## src/rtl/bus_cyc_pkg.sv

```systemverilog
package bus_cyc_pkg;

  typedef enum logic [2:0] {
    CK_FETCH = 3'd0,
    CK_MRD   = 3'd1,
    CK_MWR   = 3'd2,
    CK_IORD  = 3'd3,
    CK_IOWR  = 3'd4,
    CK_IACK  = 3'd5
  } cyc_kind_e;

  typedef enum logic [2:0] {
    PH_IDLE,
    PH_START,
    PH_PRE,
    PH_SAMP,
    PH_POST,
    PH_END,
    PH_RFSH
  } phase_e;

  localparam logic [1:0] EXT_STD  = 2'd0;
  localparam logic [1:0] EXT_PRE  = 2'd1;
  localparam logic [1:0] EXT_POST = 2'd2;
  localparam logic [1:0] EXT_LONG = 2'd3;

  typedef struct packed {
    cyc_kind_e  kind;
    logic [1:0] ext;
  } cyc_ctl_t;

  function automatic logic is_mem(cyc_kind_e k);
    return (k == CK_MRD) || (k == CK_MWR);
  endfunction

  function automatic logic is_io(cyc_kind_e k);
    return (k == CK_IORD) || (k == CK_IOWR);
  endfunction

  function automatic logic takes_data(cyc_kind_e k);
    return (k == CK_FETCH) || (k == CK_MRD) || (k == CK_IORD) || (k == CK_IACK);
  endfunction

endpackage

```

## src/rtl/bus_cyc_req_latch.sv

```systemverilog
module bus_cyc_req_latch
  import bus_cyc_pkg::*;
#(
  parameter int ADDR_W = 16,
  parameter int DATA_W = 8
) (
  input  logic              clk_i,
  input  logic              rst_ni,
  input  logic              accept_i,
  input  cyc_ctl_t          req_ctl_i,
  input  logic [ADDR_W-1:0] req_addr_i,
  input  logic [DATA_W-1:0] req_wdata_i,
  input  logic              capture_i,
  input  logic [DATA_W-1:0] data_i,
  output cyc_ctl_t          ctl_o,
  output logic [ADDR_W-1:0] addr_o,
  output logic [DATA_W-1:0] wdata_o,
  output logic [DATA_W-1:0] rdata_o
);

  always_ff @(posedge clk_i or negedge rst_ni) begin
    if (!rst_ni) begin
      ctl_o   <= '{kind: CK_FETCH, ext: EXT_STD};
      addr_o  <= '0;
      wdata_o <= '0;
    end else if (accept_i) begin
      ctl_o   <= req_ctl_i;
      addr_o  <= req_addr_i;
      wdata_o <= req_wdata_i;
    end
  end

  always_ff @(posedge clk_i or negedge rst_ni) begin
    if (!rst_ni) rdata_o <= '0;
    else if (capture_i && takes_data(ctl_o.kind)) rdata_o <= data_i;
  end

endmodule

```

## src/rtl/bus_cyc_phase_ctl.sv

```systemverilog
module bus_cyc_phase_ctl
  import bus_cyc_pkg::*;
#(
  parameter int START_HC      = 3,
  parameter int IACK_START_HC = 7,
  parameter int SAMP_HC       = 2,
  parameter int STRETCH_HC    = 2,
  parameter int LONG_PRE_HC   = 4,
  parameter int END_HC        = 3,
  parameter int FETCH_END_HC  = 1,
  parameter int RFSH_HC       = 4,
  parameter int CNT_W         = 5
) (
  input  logic     clk_i,
  input  logic     rst_ni,
  input  logic     accept_i,
  input  cyc_ctl_t req_ctl_i,
  input  cyc_ctl_t cur_ctl_i,
  input  logic     wait_i,
  output phase_e   phase_o,
  output logic     busy_o,
  output logic     capture_o,
  output logic     done_o
);

  localparam logic [CNT_W-1:0] SAMP_CNT = CNT_W'(SAMP_HC);

  function automatic int hc_of(phase_e ph, cyc_ctl_t c);
    int n;
    n = 0;
    case (ph)
      PH_START: n = (c.kind == CK_IACK) ? IACK_START_HC : START_HC;
      PH_PRE: begin
        if (is_mem(c.kind)) begin
          if (c.ext == EXT_PRE)       n = STRETCH_HC;
          else if (c.ext == EXT_LONG) n = LONG_PRE_HC;
        end else if (is_io(c.kind)) begin
          n = SAMP_HC;  // forced, never sampled
        end
      end
      PH_SAMP: n = SAMP_HC;
      PH_POST: n = (is_mem(c.kind) && c.ext == EXT_POST) ? STRETCH_HC : 0;
      PH_END:  n = (c.kind == CK_FETCH) ? FETCH_END_HC : END_HC;
      PH_RFSH: begin
        if (c.kind == CK_FETCH) begin
          case (c.ext)
            2'd0:    n = RFSH_HC;
            2'd1:    n = RFSH_HC + STRETCH_HC;
            default: n = RFSH_HC + 2 * STRETCH_HC;
          endcase
        end else if (c.kind == CK_IACK) begin
          n = RFSH_HC;
        end
      end
      default: n = 0;
    endcase
    return n;
  endfunction

  function automatic phase_e raw_next(phase_e ph);
    case (ph)
      PH_START: return PH_PRE;
      PH_PRE:   return PH_SAMP;
      PH_SAMP:  return PH_POST;
      PH_POST:  return PH_END;
      PH_END:   return PH_RFSH;
      default:  return PH_IDLE;
    endcase
  endfunction

  // next phase with zero-length phases skipped
  function automatic phase_e succ(phase_e ph, cyc_ctl_t c);
    phase_e p;
    logic   found;
    p     = raw_next(ph);
    found = 1'b0;
    for (int i = 0; i < 5; i++) begin
      if (!found) begin
        if (p == PH_IDLE || hc_of(p, c) != 0) found = 1'b1;
        else p = raw_next(p);
      end
    end
    return p;
  endfunction

  phase_e           ph_q;
  logic [CNT_W-1:0] cnt_q;
  phase_e           nxt_ph;
  logic             last_hc;
  logic             hold;

  always_comb begin
    nxt_ph    = succ(ph_q, cur_ctl_i);
    last_hc   = (ph_q != PH_IDLE) && (cnt_q == CNT_W'(1));
    hold      = (ph_q == PH_SAMP) && last_hc && wait_i;
    capture_o = (ph_q == PH_SAMP) && last_hc && !wait_i;
    done_o    = last_hc && !hold && (nxt_ph == PH_IDLE);
    busy_o    = (ph_q != PH_IDLE);
    phase_o   = ph_q;
  end

  always_ff @(posedge clk_i or negedge rst_ni) begin
    if (!rst_ni) begin
      ph_q  <= PH_IDLE;
      cnt_q <= '0;
    end else if (ph_q == PH_IDLE) begin
      if (accept_i) begin
        ph_q  <= PH_START;
        cnt_q <= CNT_W'(hc_of(PH_START, req_ctl_i));
      end
    end else if (cnt_q > CNT_W'(1)) begin
      cnt_q <= cnt_q - CNT_W'(1);
    end else if (hold) begin
      cnt_q <= SAMP_CNT;
    end else begin
      ph_q  <= nxt_ph;
      cnt_q <= CNT_W'(hc_of(nxt_ph, cur_ctl_i));
    end
  end

  assert_wait_repeat_R10: assert property (@(posedge clk_i) disable iff (!rst_ni)
    (ph_q == PH_SAMP && cnt_q == CNT_W'(1) && wait_i) |=> (ph_q == PH_SAMP && cnt_q == SAMP_CNT));

  assert_done_single_R11: assert property (@(posedge clk_i) disable iff (!rst_ni)
    done_o |=> (!done_o && ph_q == PH_IDLE));

  assert_cnt_live_R1: assert property (@(posedge clk_i) disable iff (!rst_ni)
    (ph_q != PH_IDLE) |-> (cnt_q != '0));

  assert_rfsh_after_end_R8: assert property (@(posedge clk_i) disable iff (!rst_ni)
    (ph_q == PH_RFSH && $past(ph_q) != PH_RFSH) |-> ($past(ph_q) == PH_END));

endmodule

```

## src/rtl/bus_cyc_strobe.sv

```systemverilog
module bus_cyc_strobe
  import bus_cyc_pkg::*;
#(
  parameter int ADDR_W = 16,
  parameter int DATA_W = 8
) (
  input  phase_e            phase_i,
  input  cyc_kind_e         kind_i,
  input  logic [ADDR_W-1:0] addr_q_i,
  input  logic [DATA_W-1:0] wdata_q_i,
  input  logic [ADDR_W-1:0] rfsh_addr_i,
  output logic [ADDR_W-1:0] addr_o,
  output logic [DATA_W-1:0] data_o,
  output logic              m1_o,
  output logic              mreq_o,
  output logic              iorq_o,
  output logic              rd_o,
  output logic              wr_o,
  output logic              rfsh_o
);

  logic bus_ph;
  logic rf_ph;

  always_comb begin
    bus_ph = (phase_i != PH_IDLE) && (phase_i != PH_RFSH);
    rf_ph  = (phase_i == PH_RFSH);
    m1_o   = bus_ph && (kind_i == CK_FETCH || kind_i == CK_IACK);
    mreq_o = (bus_ph && (kind_i == CK_FETCH || is_mem(kind_i))) || rf_ph;
    iorq_o = bus_ph && (is_io(kind_i) || kind_i == CK_IACK);
    rd_o   = bus_ph && (kind_i == CK_FETCH || kind_i == CK_MRD || kind_i == CK_IORD);
    wr_o   = bus_ph && (kind_i == CK_MWR || kind_i == CK_IOWR);
    rfsh_o = rf_ph;
    addr_o = rf_ph ? rfsh_addr_i : (bus_ph ? addr_q_i : '0);
    data_o = wr_o ? wdata_q_i : '0;
  end

endmodule

```

## src/rtl/bus_cycle_seq.sv

```systemverilog
module bus_cycle_seq
  import bus_cyc_pkg::*;
#(
  parameter int ADDR_W        = 16,
  parameter int DATA_W        = 8,
  parameter int START_HC      = 3,
  parameter int IACK_START_HC = 7,
  parameter int SAMP_HC       = 2,
  parameter int STRETCH_HC    = 2,
  parameter int LONG_PRE_HC   = 4,
  parameter int END_HC        = 3,
  parameter int FETCH_END_HC  = 1,
  parameter int RFSH_HC       = 4
) (
  input  logic              clk_i,
  input  logic              rst_ni,
  input  logic              req_valid_i,
  input  logic [2:0]        req_kind_i,
  input  logic [1:0]        req_ext_i,
  input  logic [ADDR_W-1:0] req_addr_i,
  input  logic [DATA_W-1:0] req_wdata_i,
  input  logic [ADDR_W-1:0] rfsh_addr_i,
  output logic              busy_o,
  output logic              done_o,
  output logic [DATA_W-1:0] rdata_o,
  output logic [ADDR_W-1:0] addr_o,
  output logic [DATA_W-1:0] data_o,
  input  logic [DATA_W-1:0] data_i,
  input  logic              wait_i,
  output logic              m1_o,
  output logic              mreq_o,
  output logic              iorq_o,
  output logic              rd_o,
  output logic              wr_o,
  output logic              rfsh_o
);

  localparam int MAX_SUM = IACK_START_HC + RFSH_HC + 2 * STRETCH_HC + LONG_PRE_HC + START_HC;
  localparam int CNT_W   = $clog2(MAX_SUM + 1);

  cyc_ctl_t          req_ctl;
  cyc_ctl_t          cur_ctl;
  logic              accept;
  logic              capture;
  phase_e            phase;
  logic [ADDR_W-1:0] addr_q;
  logic [DATA_W-1:0] wdata_q;

  assign req_ctl = '{kind: cyc_kind_e'(req_kind_i), ext: req_ext_i};
  assign accept  = req_valid_i && !busy_o;

  bus_cyc_req_latch #(.ADDR_W(ADDR_W), .DATA_W(DATA_W)) u_latch (
    .clk_i       (clk_i),
    .rst_ni      (rst_ni),
    .accept_i    (accept),
    .req_ctl_i   (req_ctl),
    .req_addr_i  (req_addr_i),
    .req_wdata_i (req_wdata_i),
    .capture_i   (capture),
    .data_i      (data_i),
    .ctl_o       (cur_ctl),
    .addr_o      (addr_q),
    .wdata_o     (wdata_q),
    .rdata_o     (rdata_o)
  );

  bus_cyc_phase_ctl #(
    .START_HC      (START_HC),
    .IACK_START_HC (IACK_START_HC),
    .SAMP_HC       (SAMP_HC),
    .STRETCH_HC    (STRETCH_HC),
    .LONG_PRE_HC   (LONG_PRE_HC),
    .END_HC        (END_HC),
    .FETCH_END_HC  (FETCH_END_HC),
    .RFSH_HC       (RFSH_HC),
    .CNT_W         (CNT_W)
  ) u_phase (
    .clk_i     (clk_i),
    .rst_ni    (rst_ni),
    .accept_i  (accept),
    .req_ctl_i (req_ctl),
    .cur_ctl_i (cur_ctl),
    .wait_i    (wait_i),
    .phase_o   (phase),
    .busy_o    (busy_o),
    .capture_o (capture),
    .done_o    (done_o)
  );

  bus_cyc_strobe #(.ADDR_W(ADDR_W), .DATA_W(DATA_W)) u_strobe (
    .phase_i     (phase),
    .kind_i      (cur_ctl.kind),
    .addr_q_i    (addr_q),
    .wdata_q_i   (wdata_q),
    .rfsh_addr_i (rfsh_addr_i),
    .addr_o      (addr_o),
    .data_o      (data_o),
    .m1_o        (m1_o),
    .mreq_o      (mreq_o),
    .iorq_o      (iorq_o),
    .rd_o        (rd_o),
    .wr_o        (wr_o),
    .rfsh_o      (rfsh_o)
  );

  assert_rd_wr_excl_R12: assert property (@(posedge clk_i) disable iff (!rst_ni)
    !(rd_o && wr_o));

  assert_idle_quiet_R12: assert property (@(posedge clk_i) disable iff (!rst_ni)
    !busy_o |-> !(m1_o || mreq_o || iorq_o || rd_o || wr_o || rfsh_o));

  assert_accept_R12: assert property (@(posedge clk_i) disable iff (!rst_ni)
    (req_valid_i && !busy_o) |=> busy_o);

  assert_rfsh_quiet_R8: assert property (@(posedge clk_i) disable iff (!rst_ni)
    rfsh_o |-> (!rd_o && !wr_o && !m1_o && mreq_o && addr_o == rfsh_addr_i));

  assert_iack_no_mreq_R9: assert property (@(posedge clk_i) disable iff (!rst_ni)
    (iorq_o && m1_o) |-> (!mreq_o && !rd_o));

endmodule

```

## config.mk

```make
export PLATFORM = sky130hd
export DESIGN_NAME = bus_cycle_seq
export DESIGN_NICKNAME = d
export VERILOG_FILES = /design/src/rtl/bus_cyc_pkg.sv /design/src/rtl/bus_cyc_req_latch.sv /design/src/rtl/bus_cyc_phase_ctl.sv /design/src/rtl/bus_cyc_strobe.sv /design/src/rtl/bus_cycle_seq.sv
export SDC_FILE = /design/constraint.sdc
export NUM_CORES = 1
export LEC_CHECK = 0
export BUFFER_PORTS_ARGS = -buffer_cell sky130_fd_sc_hd__buf_2
export CORE_MARGIN = 2
export CORE_UTILIZATION = 45
export DETAILED_ROUTE_END_ITERATION = 8
export PLACE_DENSITY = 0.75
export REMOVE_ABC_BUFFERS = 1
export SLEW_MARGIN = 30
export SYNTH_ARGS = -nofsm -noshare
export SYNTH_HDL_FRONTEND = slang
export SYNTH_SLANG_ARGS = --single-unit
```

## constraint.sdc

```tcl
create_clock -name clk_i -period 2.16 [get_ports clk_i]
set_input_delay 0.324 -clock clk_i [delete_from_list [all_inputs] [get_ports clk_i]]
set_output_delay 0.324 -clock clk_i [all_outputs]
set_load 0.03 [all_outputs]
```

==> results.yml, run 1 <==
status:
  status: "complete, no violations"
worst_setup_path:
  cp.required_ns: 1.84
  r2r_end: "u_latch.rdata_o[7]$_DFFE_PN0P_"
  cp_max_fo: 16
  r2r-start: "u_phase.phase_o[1]$_DFFE_PN0P_"
  cp.arrival_ns: 1.76
  cp-end-kind: "output pin"
  path_cells: "nor3_4 > buf_6 > nor2_1 > buf_4 > a22o_1 > buf_2"
  startpoint_type: "register"
  path_class: "register to output pin"
  cp_num_buf_inv: 3
  rrSetupSlack_ns: 0.21
  cp_slowest_stage_delay_ns: 0.48
  worstRegToRegCells: 5
  cpLargestDelayFamily: "buffers and inverters"
  slowest_stage: "dfrtp_2"
clocking:
  cts.reportedPaths.clkPinSlew_ns: 0.10
  htree_num_levels: 2
  clock_latency_ns: 0.31
  clkSinkCount: 45
  cts-buffers-inserted: 5
  hold_buffers: 0
  cts_root_buffer: "clkbuf_8"
  cts_tree: "yes"
  cts_buffer_depth: 2
floorplanning:
  core_area_sq_um: 5440
  die_area_sq_um: 6180
  die_h_um: 78.6
  die_w_um: 78.6
  rows: 27
  initial_core_util_pct: 46.1
  num_io_pins: 97
global_routing:
  track_usage_pct: 20.9
  overflow: 0
  grt_pass1_vias: 2249
  grt_antenna_before_repair: 0
  grt_pass1_wl_um: 10300
  grt_start_max_net_pins: 46
placed_design:
  placed_area_sq_um: 3110
  dp_hpwl_um: 4500
  pre_cts_ws_ns: 0.190
  dp_cells: 401
  globalplace.congestion: 0.870
  port_buffers: 96
logic_synthesis:
  syn_area_per_cell_sq_um: 10.6
  synth_warnings: 0
  syn_inst: 236
  seq_area_frac_synth_pct: 45.0
  ys_ff_latch: 45
  synth_area_sq_um: 2500
  ys_types: 48
cells_and_area:
  final_area_sq_um: 3280
  fillers: 483
  final_util_pct: 60.2
  layout.cells.non_filler: 413
  fin_nets: 399
  area_growth_pct: 30.8
  num_antenna_cells: 0
  drive_gt1_share_pct: 49.6
sta:
  final.period_utilization_pct: 96.3
  finalSetupViolCount: 0
  min_period_ns: 2.08
  finalHoldViolCount: 0
  worst_slack_ns: 0.0801
  relSlewSlack_pct: 60.0
  fin_skew_ns: 0.0109
  setup-tns-final_ns: 0
  tightest_slew_ns: 0.594
  slew_violations: 0
  max_freq_mhz: 481
drt:
  wl_um: 6290
  post_drt_wl_per_cell_um: 15.2
  vias: 2262
  drtAntennaViolNets: 0
  route.detailed.drc: 0
  viasPerCell: 5.48
  drt_iter0_drc: 222
  firstDrtPassIters: 4
pwr:
  p_leak_uw: 0.00159
  power_density_nw_per_um2: 1760
  vdd_ir_drop_max_v: 0.00108
hold_path:
  hp-class: "primary input to async pin"
flow_run:
  cap_violations: 0
==> sequential cells by signal, indices dropped and copies added, names as in the netlist <==
signal	flops
u_phase.cnt_q	5
u_latch.wdata_o	8
u_latch.rdata_o	8
u_latch.addr_o	16
u_latch.ctl_o	5
u_phase.phase_o	3
==> placed cells by master (no fill, tap or decap), types with 2 or more instances in the layout <==
cell type   n
a211oi_1    4
a21oi_1    11
a22o_1     16
a31oi_1     4
and2_1      9
buf_2      96
buf_4      11
buf_6       2
clkbuf_8    5
dfrtp_1    42
dfrtp_2     3
ha_1        2
inv_1       5
mux2_2     36
nand2_1    13
nand2b_1    6
nand3_1     5
nor2_1     12
nor2_2      2
nor3_1      6
nor3_4      3
o211ai_1    2
o21a_1      2
o21ai_0    11
o21bai_1    2
xnor2_1     2
==> per-layer routing <==
layer  routed length [um]  track usage [%]  vias up
li1                     -                -     1077
met4                   69             5.96        0
met1                 2720             27.1     1104
met2                 3050             34.4       74
met3                  448             5.63        7
met5                    0                0        -
==> cell families (layout without fill, tap and decap cells) <==
| family | count (synthesis) | count (layout) | share of synthesized area [%] |
|---|---|---|---|
| simple gates | 68 | 69 | 16.1 |
| fa+ha+maj | 2 | 2 | 0.999 |
| xor+xnor | 2 | 2 | 0.699 |
| flops | 45 | 45 | 45.0 |
| buf+inv | 21 | 125 | 3.70 |
| mux | 37 | 37 | 16.6 |
| compound gates | 61 | 61 | 16.9 |
==> cell type report <==
class,count,area [sq um],share of cell area [%]
clock inverters,3,43.8,1.34
flip-flops and latches,45,1130,34.5
inverters,7,30.0,0.916
clock buffers,5,68.8,2.10
multi-input cells,171,1310,39.9
well taps,72,90.1,2.75
repair buffers,110,606,18.5
==> through the flow <==
| stage | power, uW | hold slack (ns) |
|---|---|---|
| global route | 6180 | 0.127 |
| floorplan | 4000 | 0.0284 |
| CTS | 5680 | 0.109 |
| detailed placement | 4990 | 0.444 |
| global placement | 4900 | 0.442 |
| finish | 5770 | 0.0891 |
==> cells in the mapped netlist, drive strengths merged <==
cell type	number	area, sq um
a211oi	4	30.0
buf	9	47.6
a211o	1	8.76
a22o	16	140
nor2b	2	15.0
a222oi	1	10.0
inv	7	26.3
and3	1	6.26
nor3b	1	7.51
and2	9	56.3
a31oi	4	25.0
o21a	2	15.0
o31ai	1	7.51
nor4	1	6.26
o32a	1	10.0
o22ai	1	6.26
nor2	14	55.1
o32ai	1	8.76
and4b	1	10.0
nor4b	2	32.5
nor3	9	72.6
o21bai	2	15.0
a21oi	11	55.1
nand4	1	6.26
a21o	1	7.51
ha	2	25.0
mux2	37	417
nand3b	1	7.51
o21ai	12	60.1
a221oi	1	8.76
nand2b	6	37.5
o211ai	2	15.0
clkbuf	5	18.8
nand3	5	25.0
nand2	13	48.8
or4b	1	10.0
xnor2	2	17.5
or4	1	7.51
dfrtp	45	1130
==> where the power goes <==
| group | internal [uW] | switching (uW) | total [uW] |
|---|---|---|---|
| registers | 1260 | 390 | 1650 |
| logic | 1390 | 2080 | 3460 |
| clock network | 347 | 307 | 655 |
| total | 3000 | 2770 | 5770 |
==> timing repair <==
item | 4_1_cts | 5_1_grt
setup buffers | 0 | 3
endpoints found under the setup margin | 20 | 27
pin swaps | 1 | 2
gates resized for setup | 3 | 5
gates cloned | 0 | 1
==> worst max-delay path by stage <==
stage,startpoint,slack (ns),cells after the start,to
after floorplan,u_phase.phase_o[2]$_DFFE_PN0P_,-0.67,4,u_latch.addr_o[0]$_DFFE_PN0P_
after CTS,u_phase.phase_o[1]$_DFFE_PN0P_,0.02,5,data_o[4]
after global placement,u_phase.phase_o[1]$_DFFE_PN0P_,0.25,4,u_latch.rdata_o[5]$_DFFE_PN0P_
after global routing,u_phase.phase_o[1]$_DFFE_PN0P_,-0.01,6,data_o[1]
after detailed placement,u_phase.phase_o[1]$_DFFE_PN0P_,0.19,6,data_o[4]
final,u_phase.phase_o[1]$_DFFE_PN0P_,0.08,6,addr_o[4]
(Power assumes the default switching activity.)
==> inputs of run 2 (changes only) <==
==> constraint.sdc (replaced) <==
create_clock -name clk_i -period 2.16 [get_ports clk_i]
set_input_delay 0.54 -clock clk_i [delete_from_list [all_inputs] [get_ports clk_i]]
set_output_delay 0.54 -clock clk_i [all_outputs]
set_load 0.03 [all_outputs]
==> run 2 against run 1 <==
Against the previous run:
- the flow now finishes with violations (negative setup slack)
- highest routed layer unchanged
- sequential cell count unchanged
- total power is 12% higher
- sequential power is essentially flat
- critical endpoint is now data_o[6]
- setup slack got worse by 0.13 ns
- hold slack improved by 0.088 ns
==> results.yml, run 2 (synthesis gave the netlist of run 1 again) <==
status:
  status: "complete, but fails checks"
  violations: "negative setup slack"
clocking:
  htree_num_levels: 2
  cts_root_buffer: "clkbuf_8"
  cts_tree: "yes"
  cts-buffers-inserted: 5
  clkSinkCount: 45
  cts_buffer_depth: 2
  hold_buffers: 0
  clock_latency_ns: 0.30
  cts.reportedPaths.clkPinSlew_ns: 0.09
sta:
  final.period_utilization_pct: 102
  max_freq_mhz: 453
  min_period_ns: 2.21
  finalHoldViolCount: 0
  relSlewSlack_pct: 69.6
  tightest_slew_ns: 0.456
  rsz0062_at_grt: "yes"
  slew_violations: 0
  fin_skew_ns: 0.0110
  worst_slack_ns: -0.0456
  whs_ns: 0.177
  finalSetupViolCount: 12
flow_run:
  cap_violations: 0
global_routing:
  track_usage_pct: 22.4
  overflow: 0
  grt_start_max_net_pins: 32
  grt_pass1_vias: 2354
  grt_antenna_before_repair: 0
  grt_pass1_wl_um: 10900
drt:
  drt_iter0_drc: 186
  drtAntennaViolNets: 0
  vias: 2336
  viasPerCell: 5.50
  firstDrtPassIters: 4
  post_drt_wl_per_cell_um: 15.7
  wl_um: 6690
  route.detailed.drc: 0
pwr:
  seqPwrFrac_pct: 25.2
  p_total_uw: 6490
  share_comb_of_total_power_pct: 66.9
  clockPowerShare_pct: 8.0
  power.share.switching_pct: 46.1
  vdd_ir_drop_max_v: 0.00113
  p_leak_uw: 0.00171
  internal_power_uw: 3490
  power_density_nw_per_um2: 1800
  switchingPower_uw: 2990
worst_setup_path:
  cp_max_fo: 5
  cp-end-kind: "output pin"
  path_class: "register to output pin"
  cp.required_ns: 1.62
  cp.arrival_ns: 1.67
  startpoint_type: "register"
placed_design:
  pre_cts_ws_ns: 0.0547
  dp_hpwl_um: 4420
  placed_area_sq_um: 3150
  port_buffers: 96
  globalplace.congestion: 0.902
floorplanning:
  num_io_pins: 97
  die_area_sq_um: 6180
  die_w_um: 78.6
  core_area_sq_um: 5440
  rows: 27
  initial_core_util_pct: 46.1
  die_h_um: 78.6
cells_and_area:
  fin_nets: 411
  final_common_cell: "buf_2"
  num_antenna_cells: 0
  area_growth_pct: 44.1
  fillers: 397
  largest_reg_flops: 16
  regMostFlops: "u_latch.addr_o"
  largestRegisters: "u_latch.addr_o x16, u_latch.rdata_o x8, u_latch.wdata_o x8"
  layout_common_cells: "buf_2 (68), dfrtp_1 (40), mux2_2 (36), buf_6 (31), buf_4 (22)"
  final_area_sq_um: 3610
  drive_gt1_share_pct: 56.4
hold_path:
  hp-class: "primary input to async pin"
==> run 2: what timing repair did <==
action                     4_1_cts  5_1_grt
buffers inserted                 4        4
pin swaps                       13        5
hold endpoints to repair         0        0
gates cloned                     2        0
setup endpoints to repair       29       30
gates resized for setup         78       14
==> run 2: worst paths after layout <==
check	from	end	slack (ns)	cells after the start
max	u_phase.phase_o[1]$_DFFE_PN0P_	data_o[6]	-0.05	6
min	rst_ni	u_latch.wdata_o[6]$_DFFE_PN0P_	0.18	1
max reg2reg	u_phase.phase_o[1]$_DFFE_PN0P_	u_latch.wdata_o[2]$_DFFE_PN0P_	0.19	7
min reg2reg	u_latch.rdata_o[2]$_DFFE_PN0P_	u_latch.rdata_o[2]$_DFFE_PN0P_	0.51	1
max in group asynchronous	rst_ni	u_latch.ctl_o[3]$_DFFE_PN0P_	1.41	2
min in group clk_i	req_kind_i[0]	u_latch.ctl_o[2]$_DFFE_PN0P_	0.46	3
==> run 2: area by class of cell <==
| cell class | instances | area, sq um | area share [%] |
|---|---|---|---|
| Multi-Input combinational cell | 171 | 1400 | 38.7 |
| Tap cell | 72 | 90.1 | 2.50 |
| Timing Repair Buffer | 122 | 875 | 24.2 |
| Sequential cell | 45 | 1130 | 31.4 |
| Inverter | 7 | 28.8 | 0.798 |
| Clock inverter | 2 | 15.0 | 0.416 |
| Clock buffer | 6 | 72.6 | 2.01 |
==> run 2: power groups by stage <==
| stage | logic (uW) | registers [uW] | clock network [uW] |
|---|---|---|---|
| 6_report | 4340 | 1630 | 516 |
| 5_1_grt | 4620 | 1690 | 560 |
| 4_1_cts | 4120 | 1630 | 534 |
| 3_5_place_dp | 3410 | 1610 | 0 |
| 3_3_place_gp | 3360 | 1610 | 0 |
| 2_1_floorplan | 2260 | 1740 | 0 |
==> run 2: metal layers <==
layer  track usage (%)  part of all wire [%]  vias to the layer above
li1                  -                     -                     1100
met1              28.8                    42                     1137
met2              36.9                    49                       90
met3              5.63                   7.4                        9
met4              7.37                   1.3                        0
met5                 0                     0                        -
==> run 2: through the flow <==
| step | util, % | setup TNS (ns) | instances |
|---|---|---|---|
| floorplan | - | -32.76 | 222 |
| global placement | 57.9 | 0 | 407 |
| detailed placement | 57.9 | 0 | 407 |
| CTS | 65.1 | -0.408 | 421 |
| global route | 66.3 | -1.68 | 425 |
| finish | 66.3 | -0.339 | 425 |
==> run 2: worst max-delay path: stages, from the launching register on <==
cell	delay (ns)
dfrtp_2	0.47
nor3_4	0.30
inv_2	0.09
o21ai_4	0.12
nor3_4	0.10
and2_4	0.16
buf_6	0.13
==> inputs of run 3 (changes only) <==
CTS_BUF_LIST = sky130_fd_sc_hd__clkbuf_2   (was unset)
clock period = 2.7 ns   (was 2.16 ns; I/O delays follow)
==> run 3 against run 2 <==
Against the previous run:
- critical path depth unchanged
- sequential cell count unchanged
- critical endpoint is now addr_o[8]
- highest routed layer unchanged
- count of clock-buffer cells in the layout down 1
- total power down 34%
- the run now ends clean
- wire length down 15%
- clock power down 44%
- die area unchanged
- via count down 6.8%
==> results.yml, run 3 (synthesis gave the netlist of run 1 again) <==
status:
  status: "complete, no violations"
sta:
  finalSetupViolCount: 0
  final.period_utilization_pct: 95.4
  rsz0062_at_grt: "yes"
  finalHoldViolCount: 0
  relSlewSlack_pct: 57.6
  max_freq_mhz: 388
  slew_violations: 0
  whs_ns: 0.131
  min_period_ns: 2.58
  tightest_slew_ns: 0.629
  fin_skew_ns: 0.0140
cells_and_area:
  drive_gt1_share_pct: 49.1
  final_common_cell: "buf_2"
  area_growth_pct: 26.2
  regMostFlops: "u_latch.addr_o"
  largest_reg_flops: 16
  largestRegisters: "u_latch.addr_o x16, u_latch.rdata_o x8, u_latch.wdata_o x8"
  layout_common_cells: "buf_2 (96), dfrtp_1 (42), mux2_2 (36), a22o_1 (16), nand2_1 (13)"
  fin_nets: 396
  num_antenna_cells: 0
floorplanning:
  core_area_sq_um: 5440
  die_w_um: 78.6
  initial_core_util_pct: 46.1
  die_h_um: 78.6
  die_area_sq_um: 6180
  rows: 27
  num_io_pins: 97
worst_setup_path:
  cp_slowest_stage_delay_ns: 0.47
  path_cells: "nand2b_1 > nor2_2 > nor2_1 > buf_4 > a22o_1 > buf_2"
  cp-end-kind: "output pin"
  cpLargestDelayFamily: "simple AND/OR/NAND/NOR gates"
  worstRegToRegCells: 5
  cp.required_ns: 2.03
  startpoint_type: "register"
  slowest_stage: "dfrtp_1"
  r2r_end: "u_latch.rdata_o[4]$_DFFE_PN0P_"
  cp.arrival_ns: 1.90
  cp_max_fo: 16
  path_class: "register to output pin"
  cp_num_buf_inv: 2
  r2r-start: "u_phase.phase_o[2]$_DFFE_PN0P_"
  rrSetupSlack_ns: 0.70
clocking:
  clkSinkCount: 45
  clock_latency_ns: 0.40
  cts_buffer_depth: 2
  cts-buffers-inserted: 5
  cts_tree: "yes"
  cts.reportedPaths.clkPinSlew_ns: 0.23
  cts_root_buffer: "clkbuf_2"
  htree_num_levels: 2
drt:
  wl_um: 5700
  vias: 2177
  post_drt_wl_per_cell_um: 13.9
  drt_iter0_drc: 130
  viasPerCell: 5.31
  drtAntennaViolNets: 0
  firstDrtPassIters: 4
  route.detailed.drc: 0
hold_path:
  hp-class: "primary input to async pin"
placed_design:
  dp_hpwl_um: 4260
  port_buffers: 96
  globalplace.congestion: 0.904
global_routing:
  grt_antenna_before_repair: 0
  track_usage_pct: 18.6
  grt_pass1_vias: 1999
  grt_pass1_wl_um: 9170
  grt_start_max_net_pins: 32
  overflow: 0
pwr:
  power.share.switching_pct: 50.0
  clockPowerShare_pct: 6.8
  switchingPower_uw: 2130
  vdd_ir_drop_max_v: 0.000822
  p_total_uw: 4250
  seqPwrFrac_pct: 30.8
  share_comb_of_total_power_pct: 62.5
  power_density_nw_per_um2: 1350
  internal_power_uw: 2130
  p_leak_uw: 0.00155
flow_run:
  cap_violations: 0
[run 3: cell types whose count changed in the layout (fill, tap and decap cells not counted), sizes merged]
cell and change:
clkbuf -1, inv +1, buf -14, nor3 -1, clkinvlp -1, clkinv +1
[run 3: final cells by class]
type	instances	area, sq um
multi-input cells	170	1300
repair buffers	108	571
inverters	7	26.3
fillers	457	2280
clock inverters	3	21.3
flip-flops and latches	45	1130
clock buffers	5	25.0
well taps	72	90.1
[run 3: stage by stage]
stage                     setup WS (ns)  area (sq um)  std cells  util [%]  TNS [ns]
after floorplan                  -0.150          2440        222         -     -6.35
final                             0.123          3160        410      58.1         0
after detailed placement          0.276          3070        398      56.5         0
after global placement            0.366          3070        398      56.5         0
after global routing          -0.000981          3160        410      58.1  -0.00194
after CTS                        0.0126          3130        406      57.5         0
[run 3: timing repair]
action,in CTS,in global routing
hold buffers,0,0
pin swaps,1,2
endpoints found under the setup margin,23,25
buffers inserted,0,4
resized for setup,3,3
[run 3: how the worst max path moves through the flow]
stage,startpoint,slack (ns),end,depth (start not counted)
after detailed placement,u_phase.phase_o[1]$_DFFE_PN0P_,0.28,data_o[7],6
after global placement,u_phase.phase_o[1]$_DFFE_PN0P_,0.37,data_o[3],6
after global routing,u_phase.phase_o[0]$_DFFE_PN0P_,-0.001,addr_o[8],6
final,u_phase.phase_o[0]$_DFFE_PN0P_,0.12,addr_o[8],6
after floorplan,u_phase.phase_o[2]$_DFFE_PN0P_,-0.15,addr_o[0],4
after CTS,u_phase.phase_o[2]$_DFFE_PN0P_,0.01,data_o[7],6
[run 3: power by group through the flow]
stage          logic [uW]  registers (uW)  clock network, uW
2_1_floorplan        1810            1390                  0
3_3_place_gp         2560            1310                  0
3_5_place_dp         2600            1310                  0
4_1_cts              2620            1310                299
5_1_grt              2860            1360                329
6_report             2660            1310                287
[run 3: worst reg2reg max path: stages, from the launching register on]
cell and delay (ns):
dfrtp_1 0.47, buf_4 0.21, nor2b_2 0.15, nand2_1 0.16
nor4b_4 0.52, mux2_2 0.40
[run 3: per-layer routing]
metal / vias to the layer above / wire length, um / global-route usage [%]
met4: 0 / 50 / 4.91
met5: - / 0 / 0
met1: 1016 / 2510 / 25.4
met2: 87 / 2670 / 29.2
met3: 5 / 473 / 5.17
li1: 1069 / - / -
